--- config.mk ---
export PLATFORM = sky130hd
export DESIGN_NAME = pxd_top
export DESIGN_NICKNAME = d
export VERILOG_FILES = /design/src/rtl/pxd_pkg.sv /design/src/rtl/pxd_gray_gen.sv /design/src/rtl/pxd_ctrl.sv /design/src/rtl/pxd_datapath.sv /design/src/rtl/pxd_top.sv
export SDC_FILE = /design/constraint.sdc
export NUM_CORES = 1
export LEC_CHECK = 0
export BUFFER_PORTS_ARGS = -buffer_cell sky130_fd_sc_hd__buf_2
export CAP_MARGIN = 30
export CELL_PAD_IN_SITES_DETAIL_PLACEMENT = 0
export CELL_PAD_IN_SITES_GLOBAL_PLACEMENT = 2
export CORE_ASPECT_RATIO = 1.25
export CORE_MARGIN = 2
export CORE_UTILIZATION = 45
export DETAILED_ROUTE_END_ITERATION = 6
export PLACE_DENSITY_LB_ADDON = 0.12
export SYNTH_ARGS = -nofsm -noshare
export SYNTH_HDL_FRONTEND = slang
export SYNTH_SLANG_ARGS = --single-unit
--- constraint.sdc ---
create_clock -name clk -period 7.3 [get_ports clk]
set_input_delay 0 -clock clk [delete_from_list [all_inputs] [get_ports clk]]
set_output_delay 0 -clock clk [all_outputs]
set_load 0.02 [all_outputs]
--- src/rtl/pxd_pkg.sv ---
package pxd_pkg;

  // Strobes from the control half to the datapath half.
  typedef struct packed {
    logic [1:0] load;       // capture stamp into delay unit i
    logic       writeSel;   // which unit's stamp is written to the buffer
    logic       fifoWrite;  // store an accepted event
    logic       fifoRead;   // remove the entry at the read address
  } pxdCtl_t;

  // Gray to binary by prefix xor.
  function automatic logic [31:0] grayToBin(logic [31:0] g);
    logic [31:0] r;
    r = g;
    for (int s = 1; s < 32; s = s * 2) r = r ^ (r >> s);
    return r;
  endfunction

endpackage

--- src/rtl/pxd_gray_gen.sv ---
module pxd_gray_gen #(
  parameter int MOD = 160,
  parameter int W   = 8
) (
  input  logic         clk,
  input  logic         rstN,
  input  logic         advance,
  output logic [W-1:0] code
);
  // Centred window of the reflected code: the first and last codes differ in one bit.
  localparam int OFS = ((1 << W) - MOD) / 2;
  localparam logic [W-1:0] LAST = W'(MOD - 1);
  localparam logic [W-1:0] BASE = W'(OFS);

  logic [W-1:0] idx;
  logic [W-1:0] bin;

  always_ff @(posedge clk or negedge rstN) begin
    if (!rstN)        idx <= '0;
    else if (advance) idx <= (idx == LAST) ? '0 : idx + 1'b1;
  end

  assign bin  = idx + BASE;
  assign code = bin ^ (bin >> 1);

  // every step, wrap included, toggles at most one bit
  p_one_bit_step_r1_r9: assert property (@(posedge clk) disable iff (!rstN)
    $countones(code ^ $past(code)) <= 1);

endmodule

--- src/rtl/pxd_ctrl.sv ---
module pxd_ctrl
  import pxd_pkg::*;
(
  input  logic       clk,
  input  logic       rstN,
  input  logic       discHit,
  input  logic       testPulse,
  input  logic       testEn,
  input  logic       maskEn,
  input  logic       trigStrobe,
  input  logic       rdReq,
  input  logic [1:0] match,
  input  logic       slotFree,
  input  logic       slotValid,
  output pxdCtl_t    ctl,
  output logic       delayOvf,
  output logic       fifoOvf
);
  logic       hitIn;
  logic [1:0] busy;
  logic [1:0] expire;
  logic [1:0] avail;
  logic       accept;

  assign hitIn  = !maskEn && (testEn ? testPulse : discHit);
  assign expire = busy & match;
  assign avail  = ~busy | expire;
  assign accept = (|expire) && trigStrobe;

  always_comb begin
    ctl = '0;
    if (hitIn) begin
      if (avail[0])      ctl.load = 2'b01;
      else if (avail[1]) ctl.load = 2'b10;
    end
    ctl.writeSel  = expire[1];
    ctl.fifoWrite = accept && slotFree;
    ctl.fifoRead  = rdReq && slotValid;
  end

  always_ff @(posedge clk or negedge rstN) begin
    if (!rstN) begin
      busy     <= '0;
      delayOvf <= 1'b0;
      fifoOvf  <= 1'b0;
    end else begin
      busy <= (busy & ~expire) | ctl.load;
      if (hitIn && avail == 2'b00) delayOvf <= 1'b1;
      if (accept && !slotFree)     fifoOvf  <= 1'b1;
    end
  end

  // at most one unit loads per edge
  p_single_load_r5: assert property (@(posedge clk) disable iff (!rstN)
    $onehot0(ctl.load));

  // a hit with both units held and none expiring raises the flag
  p_delay_drop_r5: assert property (@(posedge clk) disable iff (!rstN)
    (hitIn && busy == 2'b11 && expire == 2'b00) |=> delayOvf);

  // an expiring unit that is not reloaded is free on the next edge
  p_expire_frees_r6: assert property (@(posedge clk) disable iff (!rstN)
    (expire[0] && !ctl.load[0]) |=> !busy[0]);

  // flags are sticky
  p_sticky_r5: assert property (@(posedge clk) disable iff (!rstN)
    delayOvf |=> delayOvf);

endmodule

--- src/rtl/pxd_datapath.sv ---
module pxd_datapath
  import pxd_pkg::*;
#(
  parameter int W     = 8,
  parameter int DEPTH = 4
) (
  input  logic          clk,
  input  logic          rstN,
  input  pxdCtl_t       ctl,
  input  logic [W-1:0]  stampBus,
  input  logic [$clog2(DEPTH)-1:0] wrAddr,
  input  logic [$clog2(DEPTH)-1:0] rdAddr,
  output logic [1:0]    match,
  output logic          slotFree,
  output logic          slotValid,
  output logic [W-1:0]  rdData
);
  localparam int AW = $clog2(DEPTH);

  logic [W-1:0]     latched [2];
  logic [W-1:0]     mem [DEPTH];
  logic [DEPTH-1:0] occ;
  logic [AW-1:0]    wrIdx;
  logic [AW-1:0]    rdIdx;

  for (genvar u = 0; u < 2; u++) begin : g_unit
    always_ff @(posedge clk or negedge rstN) begin
      if (!rstN)            latched[u] <= '0;
      else if (ctl.load[u]) latched[u] <= stampBus;
    end
    assign match[u] = (latched[u] == stampBus);
  end

  assign wrIdx     = AW'(grayToBin(32'(wrAddr)));
  assign rdIdx     = AW'(grayToBin(32'(rdAddr)));
  assign slotFree  = !occ[wrIdx];
  assign slotValid = occ[rdIdx];
  assign rdData    = mem[rdIdx];

  always_ff @(posedge clk or negedge rstN) begin
    if (!rstN) occ <= '0;
    else begin
      if (ctl.fifoWrite) occ[wrIdx] <= 1'b1;
      if (ctl.fifoRead)  occ[rdIdx] <= 1'b0;
    end
  end

  always_ff @(posedge clk) begin
    if (ctl.fifoWrite) mem[wrIdx] <= latched[ctl.writeSel];
  end

  // the control never writes into an occupied slot
  p_write_free_r8: assert property (@(posedge clk) disable iff (!rstN)
    ctl.fifoWrite |-> slotFree);

  // a full buffer without a read keeps its occupancy
  p_full_hold_r8: assert property (@(posedge clk) disable iff (!rstN)
    (occ == '1 && !ctl.fifoRead) |=> occ == '1);

  // a removal only targets an occupied slot
  p_read_valid_r7: assert property (@(posedge clk) disable iff (!rstN)
    ctl.fifoRead |-> slotValid);

endmodule

--- src/rtl/pxd_top.sv ---
module pxd_top
  import pxd_pkg::*;
#(
  parameter int LATENCY = 160,
  parameter int STAMP_W = 8,
  parameter int DEPTH   = 4
) (
  input  logic               clk,
  input  logic               rstN,
  input  logic               discHit,
  input  logic               testPulse,
  input  logic               testEn,
  input  logic               maskEn,
  input  logic               trigStrobe,
  input  logic               rdReq,
  output logic [STAMP_W-1:0] stampBus,
  output logic [1:0]         wrAddr,
  output logic [1:0]         rdAddr,
  output logic               rdValid,
  output logic [STAMP_W-1:0] rdData,
  output logic               delayOvf,
  output logic               fifoOvf
);
  localparam int AW = $clog2(DEPTH);

  pxdCtl_t    ctl;
  logic [1:0] match;
  logic       slotFree;

  pxd_gray_gen #(.MOD(LATENCY), .W(STAMP_W)) u_stamp (
    .clk(clk), .rstN(rstN), .advance(1'b1), .code(stampBus));

  pxd_gray_gen #(.MOD(DEPTH), .W(AW)) u_wrPtr (
    .clk(clk), .rstN(rstN), .advance(ctl.fifoWrite), .code(wrAddr));

  pxd_gray_gen #(.MOD(DEPTH), .W(AW)) u_rdPtr (
    .clk(clk), .rstN(rstN), .advance(ctl.fifoRead), .code(rdAddr));

  pxd_ctrl u_ctrl (
    .clk(clk), .rstN(rstN), .discHit(discHit), .testPulse(testPulse),
    .testEn(testEn), .maskEn(maskEn), .trigStrobe(trigStrobe), .rdReq(rdReq),
    .match(match), .slotFree(slotFree), .slotValid(rdValid), .ctl(ctl),
    .delayOvf(delayOvf), .fifoOvf(fifoOvf));

  pxd_datapath #(.W(STAMP_W), .DEPTH(DEPTH)) u_dp (
    .clk(clk), .rstN(rstN), .ctl(ctl), .stampBus(stampBus),
    .wrAddr(wrAddr), .rdAddr(rdAddr), .match(match), .slotFree(slotFree),
    .slotValid(rdValid), .rdData(rdData));

endmodule

# After elaboration in Yosys (flattened, before gate mapping)
# Memory sizes are Yosys's and may differ from the RTL's.
# Cells that the tools add are included.
[classes] addsub=4 n_lt_le_gt_ge=5 n_eq_ne=5 n_mux=22 bitwise=23 reduce_logical=12
[ops] op="26-bit bitwise XOR (second input constant)" n=2
[ops] op="18-bit bitwise XOR" n=2
[ops] op="8-bit two-way mux" n=4
[ops] op="8-bit == test" n=2
[ops] op="2-bit two-way mux" n=5
[ops] op="8-bit by 1-bit adder with 8-bit output (second input constant)" n=1
[ops] op="8-bit by 6-bit adder with 8-bit output (second input constant)" n=1
[ops] op="8-bit == test (second input constant)" n=1
[ops] op="1-bit logical AND" n=8
[ops] op="4-bit two-way mux" n=2
[ops] op="2-bit by 1-bit bitwise XOR with 2-bit output" n=4
[ops] op="8-bit by 7-bit bitwise XOR with 8-bit output" n=1
[ops] op="1-bit two-way mux" n=7
[ops] op="2-bit by 3-bit < comparator with 1-bit output (second input constant)" n=2
[ops] op="2-bit by 1-bit adder with 2-bit output (second input constant)" n=2
[ops] op="2-bit bitwise AND" n=2
[ops] op="4-bit bitwise AND" n=1
[ops] op="1-bit binary-select mux with 2-bit select" n=2
[ops] op="1-bit demux with 2-bit select" n=2
[ops] op="2-bit == test (second input constant)" n=2
[ops] op="2-bit by 1-bit >= comparator with 1-bit output (second input constant)" n=2
[ops] op="2-bit NOT" n=2
[ops] op="4-bit NOT" n=1
[ops] op="2-bit bitwise OR" n=2
[ops] op="8 further kinds" n=11
[word_totals] reg_bits=36 ramBits=32 in_bits=8 output_inout_bits=23 n_memories=1
[mem_list] name="u_dp.mem" words=4 width=8 read_ports=1 rd_ports_with_merged_regs=0 write_ports=1 line_no="pxd_datapath.sv:21" source="logic [W-1:0] mem [DEPTH];"

# Logic depth before layout (Yosys ltp)
# Gate-level depths: netlist (run 1).
[depth] word_depth=14 mapped_depth=9 mapped_depth_nobuf=8

# Hierarchy
# A second synthesis (run 1) with hierarchy kept.
[hier_totals] cells_unflattened=225 hier_area_um2=3321.9
[modules_own_cells] mod="pxd_datapath" n_inst=1 cells_per_inst=134 area_each_um2=2339.7 seq_area_each_um2=1461.4
[modules_own_cells] mod="pxd_gray_gen at u_stamp" n_inst=1 cells_per_inst=55 area_each_um2=540.5 seq_area_each_um2=200.2
[modules_own_cells] mod="pxd_ctrl" n_inst=1 cells_per_inst=21 area_each_um2=235.2 seq_area_each_um2=100.1
[modules_own_cells] mod="pxd_gray_gen at u_rdPtr ..." n_inst=2 cells_per_inst=7 area_each_um2=101.3 seq_area_each_um2=50.0
[modules_own_cells] mod="pxd_top" n_inst=1 cells_per_inst=1 area_each_um2=3.8 seq_area_each_um2=0.0

# Least setup slack after synthesis (run 1)
# No wires, ideal clock.
[synth_path] path_type="register to register" from="reg u_stamp.idx[5]" to="mem u_dp.mem[0][0] (enable)" setup_ns=0.383 t_arrival_ns=3.122 slack_ns=3.795 stages_incl_launch_ff=10 path_buffers=1 period_less_slack_ns=3.505 cell_sequence="dfrtp_1 > inv_1 > ha_1 > xnor2_2 > xnor2_1 > xor2_1 > or4_1 > buf_6 > and2_1 > nor3_1"
[synth_via] elab_chain_len=9 elab_cells_between_ends=10 classes_between="1 x add/sub; 2 x eq/ne; 2 x mux; 2 x bitwise; 3 x reduce/logical"
[synth_lines] item="start: declaration" line_no="pxd_gray_gen.sv:15" source="logic [W-1:0] idx;"
[synth_lines] item="start signal: assignment" line_no="pxd_gray_gen.sv:20" source="else if (advance) idx <= (idx == LAST) ? '0 : idx + 1'b1;"
[synth_lines] item="8-bit by 6-bit adder with 8-bit output *" line_no="pxd_gray_gen.sv:23" source="assign bin = idx + BASE;"
[synth_lines] item="8-bit by 7-bit bitwise XOR with 8-bit output *" line_no="pxd_gray_gen.sv:24" source="assign code = bin ^ (bin >> 1);"
[synth_lines] item="named net stampBus[6]" line_no="pxd_top.sv:16" source="output logic [STAMP_W-1:0] stampBus,"
[synth_lines] item="8-bit == test" line_no="pxd_datapath.sv:31" source="assign match[u] = (latched[u] == stampBus);"
[synth_lines] item="2-bit bitwise AND *" line_no="pxd_ctrl.sv:26" source="assign expire = busy & match;"
[synth_lines] item="2-bit OR reduction *" line_no="pxd_ctrl.sv:28" source="assign accept = (|expire) && trigStrobe;"
[synth_lines] item="1-bit logical AND *" line_no="pxd_ctrl.sv:28"
[synth_lines] item="1-bit logical AND *" line_no="pxd_ctrl.sv:37" source="ctl.fifoWrite = accept && slotFree;"
[synth_lines] item="1-bit two-way mux *" line_no="pxd_datapath.sv:49" source="if (ctl.fifoWrite) mem[wrIdx] <= latched[ctl.writeSel];"
[synth_lines] item="1-bit two-way mux (implied by the code) *" line_no="pxd_datapath.sv:49"
[synth_lines] item="end: declaration" line_no="pxd_datapath.sv:21"
# The timed path passes the listed nets; every way through them passes the cells marked *.

# Final worst setup path (run 1)
[layout_path] from="reg u_stamp.idx[5]" to="mem u_dp.mem[2][4] (enable)"
[layout_via] elab_chain_len=9 elab_cells_between_ends=10 classes_between="1 x add/sub; 2 x eq/ne; 2 x mux; 2 x bitwise; 3 x reduce/logical"
[layout_lines] item="8-bit by 6-bit adder with 8-bit output *" line_no="pxd_gray_gen.sv:23"
[layout_lines] item="8-bit by 7-bit bitwise XOR with 8-bit output *" line_no="pxd_gray_gen.sv:24"
[layout_lines] item="8-bit == test" line_no="pxd_datapath.sv:31"
[layout_lines] item="2-bit bitwise AND *" line_no="pxd_ctrl.sv:26"
[layout_lines] item="2-bit OR reduction *" line_no="pxd_ctrl.sv:28"
[layout_lines] item="1-bit logical AND *" line_no="pxd_ctrl.sv:28"
[layout_lines] item="1-bit logical AND *" line_no="pxd_ctrl.sv:37"
[layout_lines] item="1-bit two-way mux *" line_no="pxd_datapath.sv:49"
[layout_lines] item="1-bit two-way mux (implied by the code) *" line_no="pxd_datapath.sv:49"
# Mark *: on every way between the ends. The rest lies on a longest branch, timed or not.

==> results of run 1 <==
[sequential cells by signal, indices dropped and copies added (netlist names)]
signal and count:
u_wrPtr.idx 2, u_ctrl.fifoOvf 1, u_rdPtr.idx 2, u_dp.mem 32, u_dp.occ 4, u_ctrl.delayOvf 1, u_dp.latched 16, u_ctrl.busy 2
u_stamp.idx 8
[final timing paths]
check                                        to  slack (ps)  cells past startpoint
min in group asynchronous           u_dp.occ[3]         280                      2
worst min-delay path             u_ctrl.busy[0]         110                      4
worst max register to register   u_dp.mem[2][4]        3310                      8
worst min register to register  u_ctrl.delayOvf         470                      1
worst max-delay path             u_dp.mem[2][4]        3310                      8
max in group asynchronous       u_dp.latched[7]        6460                      2
[final cells by class]
| class | instances | area [um^2] | area share (%) |
|---|---|---|---|
| sequential | 68 | 1860 | 48.7 |
| multi-input combinational | 145 | 1400 | 36.6 |
| timing repair buffer | 36 | 198 | 5.17 |
| clock buffer | 9 | 124 | 3.24 |
| tap | 92 | 115 | 3.01 |
| clock inverter | 7 | 75.1 | 1.96 |
| inverter | 14 | 52.6 | 1.37 |
[Yosys cell counts, types with 3 or more instances]
cell	count	area share, %
sky130_fd_sc_hd__a221oi_2	4	1.8
sky130_fd_sc_hd__buf_4	3	0.67
sky130_fd_sc_hd__clkbuf_1	4	0.44
sky130_fd_sc_hd__dfrtp_1	36	27
sky130_fd_sc_hd__edfxtp_1	32	28
sky130_fd_sc_hd__ha_1	17	6.3
sky130_fd_sc_hd__inv_1	14	1.6
sky130_fd_sc_hd__mux2_1	10	3.3
sky130_fd_sc_hd__mux2_2	14	4.7
sky130_fd_sc_hd__mux4_2	10	6.7
sky130_fd_sc_hd__nand2_1	13	1.4
sky130_fd_sc_hd__nand3_1	5	0.74
sky130_fd_sc_hd__nor2_1	15	1.7
sky130_fd_sc_hd__nor3_1	6	0.89
sky130_fd_sc_hd__xnor2_1	19	4.9
sky130_fd_sc_hd__xor2_1	7	1.8
[through the flow]
| stage | hold slack [ps] | worst slack [ps] |
|---|---|---|
| detailed placement | 160 | 3310 |
| floorplan | -296 | 3790 |
| global placement | 155 | 3320 |
| finish | 115 | 3310 |
| CTS | 101 | 3290 |
| global route | 156 | 3030 |
[routing by layer]
layer	GRT usage [%]	vias to the layer above
met5	0	-
met4	8.87	0
met3	3.41	13
met2	28.9	36
met1	21.8	951
li1	-	915
[cells by family (layout without fill, tap and decap cells)]
kind of cell               Yosys count  after routing  share of synthesized area, %
xor gates and xnor gates            29             29                          8.67
and+or+nand+nor                     50             50                          7.04
muxes                               37             37                          15.9
DFF                                 68             68                          55.1
adders and majority gates           17             17                          6.30
buffers and inverters               24             66                          3.48
AOI/OAI and AO/OA                   12             12                          3.56
[where the power goes]
part	internal (mW)	switching (mW)
Combinational	0.0523	0.0647
Sequential	0.405	0.0229
Clock	0.159	0.149
Total	0.617	0.237
[worst min-delay path: cells and delay by family]
family	cells	cell delay (ps)
mux	1	100
simple gates	2	210
buf+inv	1	90
==> flow_summary.ini, run 1 <==
[floorplan]
io-pin-count = 31
die-area_um2 = 8220
num_rows = 35
die_h_um = 101
fp.dieW_um = 81.5
starting_density_of_the_core_pct = 46.2
floorplan.core_area_um2 = 7310

[worst_setup_path]
critPathKind = reg2reg
worstPathMaxFanout = 10
critPathTopFamily = simple AND/OR/NAND/NOR gates
crit_slowest_cell = sky130_fd_sc_hd__nor3_1
crit-reg2reg-launch = u_stamp.idx[5]
crit_path_buf_inv_count = 1
crit_start = u_stamp.idx[5]
critical_path.endpoint_type = flip-flop
startpoint_type = flip-flop
arrival_ps = 3950
cpPeakStageDelay_ps = 860
critical_path.cell_chain = inv_1 > ha_1 > xor3_2 > xnor2_1 > nand3_1 > or4_1 > and2_1 > nor3_1
cp_data_required_time_ps = 7260

[cells_and_area]
post_route_cells_drive_above_1_share_pct = 30.5
postLayoutCellArea_um2 = 3820
layout_common_cells = sky130_fd_sc_hd__dfrtp_1, sky130_fd_sc_hd__buf_2, sky130_fd_sc_hd__edfxtp_1, sky130_fd_sc_hd__xnor2_1, sky130_fd_sc_hd__ha_1
layout_commonest_cell = sky130_fd_sc_hd__dfrtp_1
final_nets = 299
fin_util_pct = 52.3
antennaDiodeCount = 0
syn_to_final_growth_pct = 13.2
filler_cell_count = 619
layout.cells.non_filler = 371

[routing]
drt-met1-wl_um = 2550
final_wirelength_um = 6140
routed-wl-met3_um = 212
drt_pass1_iterations = 4
dr_wl_met2_um = 3220
remaining_drc_errors = 0
wire_per_inst_um = 16.5
vias = 1915
postRouteAntennaNets = 0
post_drt_via_cell_ratio = 5.16
route.top_layer_used = met4
detail_route.iter0.violations = 111

[clock_tree]
cts_repair_resize_count = 0
clk_pin_slew_ps = 80
clk_latency_ps = 340
cts_hold_buffers = 3
cts_root_buffer = sky130_fd_sc_hd__clkbuf_8
cts-root-to-sink-buffers = 2
cts_num_sinks = 68
numCtsBuffers = 9
htreeDepth = 3
cts_setup_buffers = 0
tritoncts_clock_tree = built

[grt]
global_route.overflow_total = 0
grt_max_degree = 37
global_route_wire_length_before_repair_um = 10500
first_global_vias = 2034
groute.usage.overall_pct = 17.6
antenna_found_initial = 0

[logic_synthesis]
synth-async-reset-ratio_pct = 52.9
most_used_flip_flop_cell_after_synthesis = sky130_fd_sc_hd__dfrtp_1
synth_area_um2 = 3380
avgSynthCellArea_um2 = 14.3
synth_enable_flop_cells = 32
synth.lib_cells_used.distinct = 38
syn_nets = 262
synth_seq_cells = 68
synth_warnings = 0
synthesis.instances = 237
synth.yosys.seq_area_share_pct = 55.1

[min_path]
hold_start = discHit
timing.hold.worst.class = in2reg

[place]
hpwl_um = 4520
place.detailed.instances = 351
place_congestion = 0.711
total_placed_instance_area_um2 = 3590
port-buffer-count = 30

[sta]
setup-violations-final = 0
skew_ps = 11.8
hold_viol_final = 0
fmax_mhz = 251
final-max-slew-violation-count = 0
period_share_pct = 54.6
totalNegativeSetupSlack_ps = 0
timing.final.crit_period_ps = 3990
relSlewSlack_pct = 30.1
grt_setup_unrepaired = false
worst-slew-pin-transition_ps = 1040

[pwr]
powerDensity_nw_per_um2 = 223
leakage_nw = 1.73
total_power_uw = 854
max-vdd-ir-drop_mv = 0.182

[status]
status = finished clean

[job]
drv.max_cap_violation_count = 0
Note: power is estimated with default switching activity, not from simulation.
==> inputs of run 2 (changes only) <==
--- a/config.mk
+++ b/config.mk
@@ -11,7 +11,7 @@
 export CELL_PAD_IN_SITES_GLOBAL_PLACEMENT = 2
 export CORE_ASPECT_RATIO = 1.25
 export CORE_MARGIN = 2
-export CORE_UTILIZATION = 45
+export CORE_UTILIZATION = 42
 export DETAILED_ROUTE_END_ITERATION = 6
 export PLACE_DENSITY_LB_ADDON = 0.12
 export SYNTH_ARGS = -nofsm -noshare
==> constraint.sdc (replaced) <==
create_clock -name clk -period 3.7 [get_ports clk]
set_input_delay 0 -clock clk [delete_from_list [all_inputs] [get_ports clk]]
set_output_delay 0 -clock clk [all_outputs]
set_load 0.02 [all_outputs]
==> run 2 against run 1 <==
Compared with the run above:
- final cell count up 1.6%
- sequential power grew 90%
- first-iteration DRC count is 68% lower
==> flow_summary.ini, run 2 (same netlist as run 1, synthesis figures left out) <==
[status]
status = finished clean

[worst_setup_path]
cp_data_required_time_ps = 3740
crit-reg2reg-launch = u_stamp.idx[5]
r2r-end = u_dp.mem[3][4]
regToRegSetupSlack_ps = 490
worstPathMaxFanout = 8
worstSetupEndpoint = u_dp.mem[3][4]
critical_path.endpoint_type = flip-flop
reg2reg_depth = 9
arrival_ps = 3250
critPathKind = reg2reg
crit_start = u_stamp.idx[5]
startpoint_type = flip-flop

[routing]
wire_per_inst_um = 16.6
detail_route.iter0.violations = 36
postRouteAntennaNets = 0
vias = 1872
final_wirelength_um = 6270
drt_pass1_iterations = 6
post_drt_via_cell_ratio = 4.97
remaining_drc_errors = 0

[clock_tree]
cts_setup_buffers = 0
clk_latency_ps = 340
htreeDepth = 3
numCtsBuffers = 9
cts_repair_resize_count = 0
cts_num_sinks = 68
cts-root-to-sink-buffers = 2
tritoncts_clock_tree = built
clk_pin_slew_ps = 80
cts_root_buffer = sky130_fd_sc_hd__clkbuf_8

[place]
port-buffer-count = 30
place_congestion = 0.756
place.detailed.instances = 358
hpwl_um = 4480

[floorplan]
starting_density_of_the_core_pct = 43.4
die_h_um = 104
num_rows = 36
io-pin-count = 31
floorplan.core_area_um2 = 7790
fp.dieW_um = 84.2
die-area_um2 = 8780

[pwr]
max-vdd-ir-drop_mv = 0.371
leakage_nw = 1.75
powerDensity_nw_per_um2 = 445

[grt]
first_global_vias = 2058
gr-usage-met2_pct = 27.7
antenna_found_initial = 0
grt_use_met1_pct = 19.6
global_route.overflow_total = 0
grt_max_degree = 37
grtUsageMet3_pct = 3.49
groute.usage.overall_pct = 16.0
global_route_wire_length_before_repair_um = 10700
busiest_layer = met2

[sta]
relSlewSlack_pct = 40.8
fmax_mhz = 312
final-max-slew-violation-count = 0
setup-violations-final = 0
timing.final.crit_period_ps = 3210
skew_ps = 11.8
period_share_pct = 86.7
hold_viol_final = 0
worst-slew-pin-transition_ps = 882
grt_setup_unrepaired = false
totalNegativeSetupSlack_ps = 0

[cells_and_area]
top_register = u_dp.mem
registers_with_the_most_flip_flops = u_dp.mem (32), u_dp.latched (16), u_stamp.idx (8)
final_nets = 302
layout_commonest_cell = sky130_fd_sc_hd__dfrtp_1
largest_reg_flops = 32
syn_to_final_growth_pct = 14.3
layout.cells.non_filler = 377
post_route_cells_drive_above_1_share_pct = 31.2
layout_common_cells = sky130_fd_sc_hd__dfrtp_1, sky130_fd_sc_hd__edfxtp_1, sky130_fd_sc_hd__buf_2, sky130_fd_sc_hd__xnor2_1, sky130_fd_sc_hd__ha_1
antennaDiodeCount = 0

[job]
drv.max_cap_violation_count = 0

[min_path]
timing.hold.worst.class = in2reg
==> run 2: cell count changes in the layout (fill, tap and decap cells not counted) <==
cell	change
sky130_fd_sc_hd__buf_4	+5
sky130_fd_sc_hd__inv_6	+3
sky130_fd_sc_hd__buf_2	-2
sky130_fd_sc_hd__clkinv_2	-2
sky130_fd_sc_hd__clkinv_4	-2
sky130_fd_sc_hd__clkinvlp_4	+1
==> run 2: power breakdown <==
group,leakage (nW),total [mW],internal [mW],switching (mW)
Combinational,0.804,0.272,0.110,0.163
Sequential,0.841,0.814,0.800,0.0140
Clock,0.101,0.631,0.322,0.309
Total,1.75,1.72,1.23,0.486
==> run 2: area by class of cell <==
cell class	count	area [um^2]
clock buffer	9	124
clock inverter	7	81.3
fill	724	3930
inverter	14	52.6
multi-input combinational	145	1400
sequential	68	1860
tap	95	119
timing repair buffer	39	225
==> run 2: per-stage QoR <==
step                      setup WS (ps)  hold WS, ps  util [%]  total power, mW  area [um^2]
after CTS                           462          104      49.6             1.75         3860
after detailed placement            483          160      46.5             1.11         3630
final                               491          119      49.6             1.72         3860
after floorplan                     195         -296         -             1.04         3380
after global placement              546          167      46.5             1.11         3630
after global routing                273          125      49.6             1.81         3860
==> run 2: metal layers <==
metal  up-vias  share of wire (%)  wire length, um
li1        919                  -                -
met1       916                 43             2670
met2        27                 53             3320
met3        10                2.8              173
met4         0                1.7              104
met5         -                  0                0
==> run 2: worst min path at each step <==
| stage | to | cells after the start | slack, ps | start |
|---|---|---|---|---|
| after floorplan | u_ctrl.busy[0] | 0 | -300 | rstN |
| after global placement | u_rdPtr.idx[0] | 1 | 170 | rstN |
| after detailed placement | u_rdPtr.idx[0] | 1 | 160 | rstN |
| after CTS | u_ctrl.busy[0] | 4 | 100 | discHit |
| after global routing | u_ctrl.busy[0] | 4 | 120 | discHit |
| final | u_ctrl.busy[0] | 4 | 120 | discHit |
==> run 2: worst max-delay path, stage by stage, from the launching register on <==
cell and delay [ps]:
sky130_fd_sc_hd__dfrtp_1 480, sky130_fd_sc_hd__inv_1 130, sky130_fd_sc_hd__ha_1 330, sky130_fd_sc_hd__xor3_2 510
sky130_fd_sc_hd__xnor2_1 180, sky130_fd_sc_hd__nand3_1 110, sky130_fd_sc_hd__or4_1 550, sky130_fd_sc_hd__and2_1 220
sky130_fd_sc_hd__nor3_1 190, sky130_fd_sc_hd__buf_4 210
==> run 2: timing repair <==
action                     4_1_cts  5_1_grt
hold buffers                     3        0
hold endpoints to repair        38        0
setup endpoints to repair        0        0
==> inputs of run 3 (changes only) <==
--- a/config.mk
+++ b/config.mk
@@ -5,14 +5,15 @@
 export SDC_FILE = /design/constraint.sdc
 export NUM_CORES = 1
 export LEC_CHECK = 0
-export BUFFER_PORTS_ARGS = -buffer_cell sky130_fd_sc_hd__buf_2
 export CAP_MARGIN = 30
 export CELL_PAD_IN_SITES_DETAIL_PLACEMENT = 0
 export CELL_PAD_IN_SITES_GLOBAL_PLACEMENT = 2
 export CORE_ASPECT_RATIO = 1.25
 export CORE_MARGIN = 2
-export CORE_UTILIZATION = 42
+export CORE_UTILIZATION = 45
 export DETAILED_ROUTE_END_ITERATION = 6
+export DONT_BUFFER_PORTS = 1
+export GPL_TIMING_DRIVEN = 0
 export PLACE_DENSITY_LB_ADDON = 0.12
 export SYNTH_ARGS = -nofsm -noshare
 export SYNTH_HDL_FRONTEND = slang
==> run 3 against run 2 <==
Compared with the run above:
- clock power is 1% higher
- clock-buffer cell count stayed put
- largest cell class unchanged
- combinational power is 4% higher
- sequential power is 1% higher
- cell area is 1.6% higher
- largest power group unchanged
- global-route usage is 1.7 points higher
- critical path depth is 1 higher
- sequential cell count stayed put
- core utilization is 4.1 points higher
- worst setup slack worse by 230 ps
==> flow_summary.ini, run 3 (same netlist as run 1, synthesis figures left out) <==
[cells_and_area]
top_register = u_dp.mem
registers_with_the_most_flip_flops = u_dp.mem (32), u_dp.latched (16), u_stamp.idx (8)
layout_commonest_cell = sky130_fd_sc_hd__dfrtp_1
largest_reg_flops = 32
layout_common_cells = sky130_fd_sc_hd__dfrtp_1, sky130_fd_sc_hd__edfxtp_1, sky130_fd_sc_hd__xnor2_1, sky130_fd_sc_hd__ha_1, sky130_fd_sc_hd__nor2_1
post_route_cells_drive_above_1_share_pct = 27.7
syn_to_final_growth_pct = 16.1
postLayoutCellArea_um2 = 3920
seqCellArea_um2 = 1860
layout.cells.non_filler = 363
multi_input_logic_area_um2 = 1450
final_nets = 291
antennaDiodeCount = 0
filler_cell_count = 642

[sta]
setup-violations-final = 0
skew_ps = 11.9
worst-slew-pin-transition_ps = 860
grt_setup_unrepaired = false
relSlewSlack_pct = 42.2
period_share_pct = 92.8
hold_viol_final = 0
timing.final.crit_period_ps = 3430
final.setup.worst_slack_ps = 266
final-max-slew-violation-count = 0
fmax_mhz = 291
totalNegativeSetupSlack_ps = 0

[min_path]
timing.hold.worst.class = in2reg
hold_start = discHit
hold-path-cell-count = 4
hold_path_end = u_ctrl.busy[1]

[worst_setup_path]
worstPathMaxFanout = 10
critPathTopFamily = simple AND/OR/NAND/NOR gates
crit-reg2reg-launch = u_stamp.idx[5]
arrival_ps = 3480
cp_data_required_time_ps = 3750
crit_path_buf_inv_count = 3
critPathKind = reg2reg
critical_path.cell_chain = inv_1 > ha_1 > xor3_2 > xnor2_1 > nand3_1 > or4_1 > buf_6 > and2_1 > nor3_4 > buf_2
crit_slowest_cell = sky130_fd_sc_hd__or4_1
r2r-end = u_dp.mem[2][5]
startpoint_type = flip-flop
cpPeakStageDelay_ps = 500
regToRegSetupSlack_ps = 270
reg2reg_depth = 10
critical_path.endpoint_type = flip-flop

[place]
port-buffer-count = 0
place.detailed.instances = 333
detailedPlace.worstSlack_ps = -360
total_placed_instance_area_um2 = 3520
hpwl_um = 4450
place_congestion = 0.702

[routing]
remaining_drc_errors = 0
postRouteAntennaNets = 0
vias = 1874
drt_pass1_iterations = 4
final_wirelength_um = 6450
wire_per_inst_um = 17.8
post_drt_via_cell_ratio = 5.16
detail_route.iter0.violations = 106

[status]
status = finished clean

[floorplan]
io-pin-count = 31
starting_density_of_the_core_pct = 46.2
die-area_um2 = 8220
die_h_um = 101
fp.dieW_um = 81.5
floorplan.core_area_um2 = 7310
num_rows = 35

[clock_tree]
tritoncts_clock_tree = built
cts-root-to-sink-buffers = 2
cts_num_sinks = 68
clk_latency_ps = 350
htreeDepth = 3
clk_pin_slew_ps = 80
numCtsBuffers = 9
cts_root_buffer = sky130_fd_sc_hd__clkbuf_8

[grt]
global_route.overflow_total = 0
global_route_wire_length_before_repair_um = 10400
groute.usage.overall_pct = 17.7
grt_max_degree = 37
first_global_vias = 1971
antenna_found_initial = 0

[job]
drv.max_cap_violation_count = 0

[pwr]
leakage_nw = 1.70
max-vdd-ir-drop_mv = 0.337
powerDensity_nw_per_um2 = 444
[run 3: cell types whose count changed in the layout (fill, tap and decap cells not counted), sizes merged]
cell,change
buf,-21
clkbuf,+4
dlygate4sd3,+6
[run 3: where the power goes]
part           leakage [nW]  total [mW]  switching [mW]  internal, mW
clock                 0.101       0.637           0.315         0.322
sequential            0.841       0.822          0.0219         0.800
combinational         0.758       0.284           0.174         0.110
[run 3: area by class of cell]
cell class / count / share of cell area (%)
well taps: 92 / 2.93
clock buffers: 9 / 3.16
flip-flops and latches: 68 / 47.5
inverters: 14 / 1.34
repair buffers: 18 / 4.27
clock inverters: 7 / 2.07
plain buffers: 10 / 1.69
multi-input cells: 145 / 37.0
[run 3: worst max-delay path by stage]
stage	startpoint	endpoint	slack (ps)	depth (start not counted)
after CTS	u_stamp.idx[5]	u_dp.mem[3][5]	-80	10
after global routing	u_stamp.idx[5]	u_dp.mem[2][5]	70	10
after floorplan	u_stamp.idx[5]	u_dp.mem[0][0]	190	9
after detailed placement	u_stamp.idx[5]	u_dp.mem[3][1]	-360	10
final	u_stamp.idx[5]	u_dp.mem[2][5]	270	10
after global placement	u_stamp.idx[5]	u_dp.mem[2][1]	-540	9
[run 3: metal layers]
metal,vias to the layer above,global-route usage (%),part of all wire (%)
met5,-,0,0
met4,0,8.60,2.2
met3,12,3.76,3.6
met2,30,30.1,53
met1,934,21.1,41
li1,898,-,-
[run 3: stage by stage]
| stage | hold WS, ps | total power [mW] | util [%] |
|---|---|---|---|
| after global routing | 124 | 1.83 | 53.6 |
| final | 105 | 1.74 | 53.6 |
| after floorplan | -296 | 1.04 | - |
| after detailed placement | -295 | 1.09 | 48.1 |
| after CTS | 97.4 | 1.76 | 52.8 |
| after global placement | -295 | 1.09 | 47.8 |
[run 3: repair_timing]
item	4_1_cts	5_1_grt
pin swaps	0	4
resized for setup	5	9
hold buffers	10	0
setup endpoints to repair	30	36
gates cloned	0	0
setup buffers	0	4
endpoints found under the hold margin	58	0
[run 3: worst reg2reg max path: stages, from the launching register on]
cell,delay (ps)
sky130_fd_sc_hd__dfrtp_2,480
sky130_fd_sc_hd__inv_1,140
sky130_fd_sc_hd__ha_1,250
sky130_fd_sc_hd__xor3_2,490
sky130_fd_sc_hd__xnor2_1,180
sky130_fd_sc_hd__nand3_1,120
sky130_fd_sc_hd__or4_1,500
sky130_fd_sc_hd__buf_6,170
sky130_fd_sc_hd__and2_1,280
sky130_fd_sc_hd__nor3_4,280
sky130_fd_sc_hd__buf_2,250
